## config.mk

```make
export PLATFORM = sky130hd
export DESIGN_NAME = prio_irq_ctrl
export DESIGN_NICKNAME = d
export VERILOG_FILES = /design/src/rtl/prio_irq_pkg.sv /design/src/rtl/prio_irq_cfg.sv /design/src/rtl/prio_irq_arb.sv /design/src/rtl/prio_irq_ack.sv /design/src/rtl/prio_irq_ctrl.sv
export SDC_FILE = /design/constraint.sdc
export NUM_CORES = 1
export LEC_CHECK = 0
export ABC_AREA = 0
export BUFFER_PORTS_ARGS = -buffer_cell sky130_fd_sc_hd__buf_4
export CORE_UTILIZATION = 45
export CTS_CLUSTER_DIAMETER = 150
export CTS_CLUSTER_SIZE = 12
export DETAILED_ROUTE_END_ITERATION = 10
export PLACE_DENSITY = 0.59
export SKIP_CTS_REPAIR_TIMING = 1
export SLEW_MARGIN = 0
export SYNTH_ARGS = -nofsm -noshare
export SYNTH_HDL_FRONTEND = slang
export SYNTH_SLANG_ARGS = --single-unit
```

## constraint.sdc

```tcl
create_clock -name clk -period 22.9 [get_ports clk]
set_input_delay 2.29 -clock clk [delete_from_list [all_inputs] [get_ports clk]]
set_output_delay 2.29 -clock clk [all_outputs]
set_load 0.03 [all_outputs]
```

## src/rtl/prio_irq_pkg.sv

```systemverilog
`timescale 1ns/1ps
package prio_irq_pkg;
  typedef enum logic [1:0] {
    OP_LVLPRI = 2'd0,
    OP_MASK   = 2'd1,
    OP_GMASK  = 2'd2,
    OP_NONE   = 2'd3
  } cfg_op_e;
endpackage

```

## src/rtl/prio_irq_cfg.sv

```systemverilog
`timescale 1ns/1ps
module prio_irq_cfg
  import prio_irq_pkg::*;
#(
  parameter int NUM_SRC   = 63,
  parameter int NUM_FIXED = 7,
  parameter int LVL_W     = 3,
  parameter int PRI_W     = 3,
  parameter int IDX_W     = 6
) (
  input  logic                             clk,
  input  logic                             rst_n,
  input  logic                             cfg_we,
  input  cfg_op_e                          cfg_op,
  input  logic [IDX_W-1:0]                 cfg_idx,
  input  logic [LVL_W+PRI_W-1:0]           cfg_wdata,
  output logic [NUM_SRC-1:0][LVL_W-1:0]    src_lvl,
  output logic [NUM_SRC-1:0][PRI_W-1:0]    src_pri,
  output logic [NUM_SRC-1:0]               src_mask,
  output logic                             glob_mask
);
  localparam int NUM_PROG = NUM_SRC - NUM_FIXED;
  localparam int LVL_MAX  = (1 << LVL_W) - 1;
  localparam int PRI_MAX  = (1 << PRI_W) - 1;

  logic lp_wr, mask_wr, gmask_wr;
  logic gmask_q, gmask_d;

  always_comb begin
    lp_wr    = cfg_we && (cfg_op == OP_LVLPRI);
    mask_wr  = cfg_we && (cfg_op == OP_MASK);
    gmask_wr = cfg_we && (cfg_op == OP_GMASK);
  end

  // global mask register
  always_comb gmask_d = gmask_wr ? cfg_wdata[0] : gmask_q;

  always_ff @(posedge clk or negedge rst_n) begin
    if (!rst_n) gmask_q <= 1'b0;
    else        gmask_q <= gmask_d;
  end

  assign glob_mask = gmask_q;

  for (genvar g = 0; g < NUM_SRC; g++) begin : g_src
    logic sel;
    logic msk_q, msk_d;

    always_comb sel = (cfg_idx == IDX_W'(g));
    always_comb msk_d = (mask_wr && sel) ? cfg_wdata[0] : msk_q;

    always_ff @(posedge clk or negedge rst_n) begin
      if (!rst_n) msk_q <= 1'b0;
      else        msk_q <= msk_d;
    end
    assign src_mask[g] = msk_q;

    if (g < NUM_PROG) begin : g_prog
      logic             en;
      logic [LVL_W-1:0] lvl_q, lvl_d;
      logic [PRI_W-1:0] pri_q, pri_d;

      always_comb begin
        en    = lp_wr && sel;
        lvl_d = lvl_q;
        pri_d = pri_q;
        if (en) begin
          lvl_d = cfg_wdata[LVL_W+PRI_W-1:PRI_W];
          pri_d = cfg_wdata[PRI_W-1:0];
        end
      end

      always_ff @(posedge clk or negedge rst_n) begin
        if (!rst_n) begin
          lvl_q <= '0;
          pri_q <= '0;
        end else if (en) begin
          lvl_q <= lvl_d;
          pri_q <= pri_d;
        end
      end

      assign src_lvl[g] = lvl_q;
      assign src_pri[g] = pri_q;
    end else begin : g_fixed
      // hard-wired: level rises with position, top priority
      assign src_lvl[g] = LVL_W'(((g - NUM_PROG) % LVL_MAX) + 1);
      assign src_pri[g] = PRI_W'(PRI_MAX);
    end
  end
endmodule

```

## src/rtl/prio_irq_arb.sv

```systemverilog
`timescale 1ns/1ps
module prio_irq_arb #(
  parameter int NUM_SRC  = 63,
  parameter int LVL_W    = 3,
  parameter int PRI_W    = 3,
  parameter int IDX_W    = 6,
  parameter int VEC_W    = 8,
  parameter int VEC_BASE = 64,
  parameter int VEC_SPUR = 24
) (
  input  logic                          clk,
  input  logic                          rst_n,
  input  logic [NUM_SRC-1:0]            irq_req,
  input  logic [NUM_SRC-1:0][LVL_W-1:0] src_lvl,
  input  logic [NUM_SRC-1:0][PRI_W-1:0] src_pri,
  input  logic [NUM_SRC-1:0]            src_mask,
  input  logic                          glob_mask,
  output logic [LVL_W-1:0]              win_level,
  output logic [VEC_W-1:0]              win_vector
);
  localparam int KEY_W = LVL_W + PRI_W;
  localparam int N2    = 1 << IDX_W;

  logic [N2-1:0]            leaf_v;
  logic [N2-1:0][KEY_W-1:0] leaf_k;

  for (genvar g = 0; g < N2; g++) begin : g_leaf
    if (g < NUM_SRC) begin : g_real
      assign leaf_v[g] = irq_req[g] && !src_mask[g] && !glob_mask && (src_lvl[g] != '0);
      assign leaf_k[g] = {src_lvl[g], src_pri[g]};
    end else begin : g_pad
      assign leaf_v[g] = 1'b0;
      assign leaf_k[g] = '0;
    end
  end

  logic                  top_v;
  logic [KEY_W-1:0]      top_k;
  logic [IDX_W-1:0]      top_x;

  // pairwise tournament, left (lower index) kept on equal keys
  always_comb begin
    logic [N2-1:0]            v;
    logic [N2-1:0][KEY_W-1:0] k;
    logic [N2-1:0][IDX_W-1:0] x;
    v = leaf_v;
    k = leaf_k;
    for (int i = 0; i < N2; i++) x[i] = IDX_W'(i);
    for (int s = 1; s < N2; s = s * 2) begin
      for (int i = 0; i < N2; i = i + 2 * s) begin
        if (v[i+s] && (!v[i] || (k[i+s] > k[i]))) begin
          v[i] = 1'b1;
          k[i] = k[i+s];
          x[i] = x[i+s];
        end
      end
    end
    top_v = v[0];
    top_k = k[0];
    top_x = x[0];
  end

  logic [LVL_W-1:0] lvl_q, lvl_d;
  logic [VEC_W-1:0] vec_q, vec_d;

  always_comb begin
    if (top_v) begin
      lvl_d = top_k[KEY_W-1:PRI_W];
      vec_d = VEC_W'(VEC_BASE) + VEC_W'(top_x);
    end else begin
      lvl_d = '0;
      vec_d = VEC_W'(VEC_SPUR);
    end
  end

  always_ff @(posedge clk or negedge rst_n) begin
    if (!rst_n) begin
      lvl_q <= '0;
      vec_q <= VEC_W'(VEC_SPUR);
    end else begin
      lvl_q <= lvl_d;
      vec_q <= vec_d;
    end
  end

  assign win_level  = lvl_q;
  assign win_vector = vec_q;
endmodule

```

## src/rtl/prio_irq_ack.sv

```systemverilog
`timescale 1ns/1ps
module prio_irq_ack #(
  parameter int VEC_W = 8
) (
  input  logic             clk,
  input  logic             rst_n,
  input  logic             iack,
  input  logic [VEC_W-1:0] cur_vector,
  output logic             ack_valid,
  output logic [VEC_W-1:0] ack_vector
);
  logic             vld_q, vld_d;
  logic [VEC_W-1:0] vec_q, vec_d;

  always_comb begin
    vld_d = iack;
    vec_d = iack ? cur_vector : vec_q;
  end

  always_ff @(posedge clk or negedge rst_n) begin
    if (!rst_n) begin
      vld_q <= 1'b0;
      vec_q <= '0;
    end else begin
      vld_q <= vld_d;
      if (iack) vec_q <= vec_d;
    end
  end

  assign ack_valid  = vld_q;
  assign ack_vector = vec_q;
endmodule

```

## src/rtl/prio_irq_ctrl.sv

```systemverilog
`timescale 1ns/1ps
module prio_irq_ctrl
  import prio_irq_pkg::*;
#(
  parameter int NUM_SRC   = 63,
  parameter int NUM_FIXED = 7,
  parameter int LVL_W     = 3,
  parameter int PRI_W     = 3,
  parameter int VEC_W     = 8,
  parameter int VEC_BASE  = 64,
  parameter int VEC_SPUR  = 24,
  localparam int IDX_W    = $clog2(NUM_SRC),
  localparam int CFG_W    = LVL_W + PRI_W
) (
  input  logic               clk,
  input  logic               rst_n,
  input  logic [NUM_SRC-1:0] irq_req,
  input  logic               cfg_we,
  input  logic [1:0]         cfg_op,
  input  logic [IDX_W-1:0]   cfg_idx,
  input  logic [CFG_W-1:0]   cfg_wdata,
  input  logic               iack,
  output logic [LVL_W-1:0]   irq_level,
  output logic [VEC_W-1:0]   irq_vector,
  output logic               ack_valid,
  output logic [VEC_W-1:0]   ack_vector
);
  logic [1:0] rst_sync_q;
  logic       rst_int_n;

  always_ff @(posedge clk or negedge rst_n) begin
    if (!rst_n) rst_sync_q <= 2'b00;
    else        rst_sync_q <= {rst_sync_q[0], 1'b1};
  end
  assign rst_int_n = rst_sync_q[1];

  logic [NUM_SRC-1:0][LVL_W-1:0] src_lvl;
  logic [NUM_SRC-1:0][PRI_W-1:0] src_pri;
  logic [NUM_SRC-1:0]            src_mask;
  logic                          glob_mask;
  cfg_op_e                       op;

  assign op = cfg_op_e'(cfg_op);

  prio_irq_cfg #(
    .NUM_SRC(NUM_SRC), .NUM_FIXED(NUM_FIXED),
    .LVL_W(LVL_W), .PRI_W(PRI_W), .IDX_W(IDX_W)
  ) cfg_i (
    .clk(clk), .rst_n(rst_int_n),
    .cfg_we(cfg_we), .cfg_op(op), .cfg_idx(cfg_idx), .cfg_wdata(cfg_wdata),
    .src_lvl(src_lvl), .src_pri(src_pri), .src_mask(src_mask),
    .glob_mask(glob_mask)
  );

  prio_irq_arb #(
    .NUM_SRC(NUM_SRC), .LVL_W(LVL_W), .PRI_W(PRI_W), .IDX_W(IDX_W),
    .VEC_W(VEC_W), .VEC_BASE(VEC_BASE), .VEC_SPUR(VEC_SPUR)
  ) arb_i (
    .clk(clk), .rst_n(rst_int_n),
    .irq_req(irq_req), .src_lvl(src_lvl), .src_pri(src_pri),
    .src_mask(src_mask), .glob_mask(glob_mask),
    .win_level(irq_level), .win_vector(irq_vector)
  );

  prio_irq_ack #(
    .VEC_W(VEC_W)
  ) ack_i (
    .clk(clk), .rst_n(rst_int_n),
    .iack(iack), .cur_vector(irq_vector),
    .ack_valid(ack_valid), .ack_vector(ack_vector)
  );
endmodule

```

==> results.toml <==
[die]
die-area_mm2 = 0.0701
start_util_pct = 45.9
dieHeight_um = 265
io_pins = 101
rows = 95
core-area_mm2 = 0.0678
die_w_um = 265

[logic_synthesis]
synth_area_mm2 = 0.0311
ys_seq_area_share_pct = 33.8
synth_ff_type = "dfrtp_1"
synth_edf_count = 0
ys_ff_latch = 420
async_flop_share_pct = 100
yosysWarningCount = 0
synthDistinctLibCells = 100
syn_avg_cell_area_um2 = 9.99
synthCells = 3112

[placed_design]
io_buffers = 98
post-place-ws_ns = 9.02
gp_congestion = 0.915
dp_cells = 4012
dpl.hpwl_um = 70700

[clock_tree]
clk_latency_ns = 0.58
h-tree-depth = 2
cts_tree = "done"
clk_pin_slew_worst_paths_ns = 0.06
cts_buffer_depth = 3
cts_num_sinks = 420
cts-root-buf = "clkbuf_16"
cts-buffers-inserted = 40

[global_route]
antenna_found_initial = 12
grt.total_usage_pct = 27.1
grt_pass1_wl_um = 147000
grt_pass1_vias = 24992
grt_overflow = 0
grt_max_degree = 156

[cells_and_area]
layout.cells.non_filler = 4067
area_growth_pct = 8.67
fill_cells = 6276
fin_nets = 3597
drive_gt1_share_pct = 21.3

[min_path]
worstHoldStart = "rst_sync_q[0]$_DFF_PN0_"
hold_path.class = "reg -> reg"

[power_and_ir_drop]
p_seq_share_pct = 36.6
swShare_pct = 36.8
p_comb_share_pct = 36.9
power_switching_mw = 0.853
power.total_mw = 2.32
p_int_mw = 1.46
p_clk_share_pct = 26.6
power_leakage_nw = 16.7
ir_worst_vdd_mv = 0.0490
p_per_area_mw_per_mm2 = 68.6

[setup_path]
cp.arrival_ns = 13.86
start_kind = "input port"
cp_common_cell = "o21a_1"
critical_path_class = "in -> reg"
crit_required_ns = 23.38
critPathCaptureType = "flip-flop"
crit_family = "compound AO/OA/AOI/OAI gates"
r2r-start = "cfg_i.glob_mask$_DFFE_PN0P_"
cpPeakStageDelay_ns = 0.81
critPathSlowestCell = "o21bai_1"
rrSetupSlack_ns = 10.01
r2r-end = "arb_i.win_vector[1]$_DFF_PN0_"
worstPathBufferInverterCount = 5
cp_max_fo = 12
crit_cells = 53
crit_path_start = "irq_req[43]"
reg2regPathDepth = 53
endpoint = "arb_i.win_vector[1]$_DFF_PN0_"

[sta]
fin_ws_ns = 9.52
rsz0062_at_grt = "false"
finalSetupTns_ns = 0
worstMarginPinSlew_ns = 1.21
setup_viol = 0
fin_crit_ns = 13.38
holdWs_ns = 0.355
max-slew-margin-rel_pct = 19.1
maxSlewViolCount = 0
final-hold-violation-count = 0
fin_skew_ns = 0.0290
fin_crit_sh_pct = 58.4
max_freq_mhz = 74.7

[detailed_routing]
vias_per_cell = 5.99
first_iter_violations = 1783
dr.pass1.iters = 6
drc_errors = 0
routed_wl_um = 94500
via_count = 24345
wl_per_cell_um = 23.2
detail-route-antenna-nets = 0

[run_status]
status = "finished clean"

[job]
max-cap-violations = 0
-- final cells by class --
class | instances | area, um^2 | area share, %
multi-input cells | 2298 | 19000 | 56.4
flip-flops and latches | 420 | 10500 | 31.2
inverters | 301 | 1130 | 3.35
well taps | 873 | 1090 | 3.23
diodes | 2 | 5.00 | 0.0148
clock buffers | 51 | 1040 | 3.09
repair buffers | 120 | 913 | 2.70
clock inverters | 2 | 25.0 | 0.0741
-- cells by family (layout without fill, tap and decap cells) --
| family | after synthesis | after routing | share of synthesized area (%) |
|---|---|---|---|
| buffers and inverters | 395 | 474 | 5.01 |
| DFF | 420 | 420 | 33.8 |
| muxes | 566 | 566 | 20.0 |
| adders and majority gates | 335 | 335 | 13.5 |
| other | 2 | 5 | 0.0242 |
| AOI/OAI and AO/OA | 640 | 640 | 14.7 |
| and+or+nand+nor | 754 | 754 | 12.9 |
-- worst min-delay path by stage --
stage,slack (ns),cells past startpoint,endpoint
detailed placement,0.34,0,rst_sync_q[1]$_DFF_PN0_
floorplan,0.33,0,rst_sync_q[1]$_DFF_PN0_
finish,0.36,0,rst_sync_q[1]$_DFF_PN0_
global route,0.37,0,rst_sync_q[1]$_DFF_PN0_
CTS,0.36,0,rst_sync_q[1]$_DFF_PN0_
global placement,0.34,0,rst_sync_q[1]$_DFF_PN0_
-- power groups by stage --
stage	Combinational, mW	Sequential [mW]	Clock (mW)
final	0.854	0.847	0.615
after global routing	0.937	0.854	0.657
after detailed placement	0.842	0.861	0
after global placement	0.816	0.860	0
after floorplan	0.586	0.872	0
after CTS	0.848	0.848	0.633
-- stage by stage --
step | instance area (um^2) | util (%)
floorplan | 31100 | -
finish | 33800 | 49.8
global placement | 32700 | 48.3
global route | 33800 | 49.8
CTS | 33800 | 49.8
detailed placement | 32700 | 48.3
-- synth_stat cells, types with 9 or more instances --
cell,n,share of area (%)
nor2b_1,73,1.5
nand3_1,50,0.81
a221o_1,9,0.29
nor3b_1,21,0.51
o21ai_1,12,0.19
ha_1,335,13
a211oi_1,17,0.41
nand4_1,41,0.83
nor2_1,128,1.5
and2_1,32,0.64
o21ai_0,96,1.5
a21o_1,29,0.70
mux2_2,435,16
a22o_1,29,0.82
a22oi_1,32,0.77
o311a_1,9,0.29
and4_1,11,0.31
a21oi_1,112,1.8
dfrtp_1,418,34
inv_1,300,3.6
or2_2,9,0.18
o31ai_1,10,0.24
o31a_1,10,0.28
a2111oi_0,11,0.31
o211ai_1,24,0.58
nand2_1,225,2.7
nand2b_1,25,0.50
o21bai_1,19,0.46
or3_1,32,0.64
a32oi_1,21,0.59
mux2i_1,131,4.2
o22ai_1,23,0.46
clkbuf_1,73,0.88
nor3_1,41,0.66
and3_1,18,0.36
o21a_1,83,2.0
-- layer usage --
| layer | up-vias | wire (um) | GRT usage [%] |
|---|---|---|---|
| met5 | - | 86 | 0 |
| met4 | 12 | 3130 | 8.58 |
| li1 | 11463 | - | - |
| met3 | 158 | 4330 | 3.62 |
| met2 | 566 | 43300 | 44.2 |
| met1 | 12146 | 43600 | 37.2 |
-- sequential cells by signal, indices dropped and copies added, names as in the netlist --
register                  flops
cfg_i.glob_mask               1
cfg_i.g_src.msk_q            63
arb_i.win_vector              7
cfg_i.g_src.g_prog.pri_q    168
cfg_i.g_src.g_prog.lvl_q    168
arb_i.win_level               3
ack_i.ack_vector              7
ack_i.ack_valid               1
rst_sync_q                    2
-- placed cells by master (no fill, tap or decap), drive strengths merged, types with 23 or more instances in the layout --
master  netlist  layout
a21o         30      30
a21oi       116     116
a22o         29      29
a22oi        32      32
a32oi        23      23
and2         33      33
buf          21     120
clkbuf       73      51
dfrtp       418     418
ha          335     335
inv         301     302
mux2        435     435
mux2i       131     131
nand2       225     225
nand2b       25      25
nand3        51      51
nand4        41      41
nor2        130     130
nor2b        73      73
nor3         41      41
nor3b        28      28
o211ai       26      26
o21a         83      83
o21ai       115     115
o21bai       25      25
o22ai        25      25
or3          32      32
(Power assumes the default switching activity.)
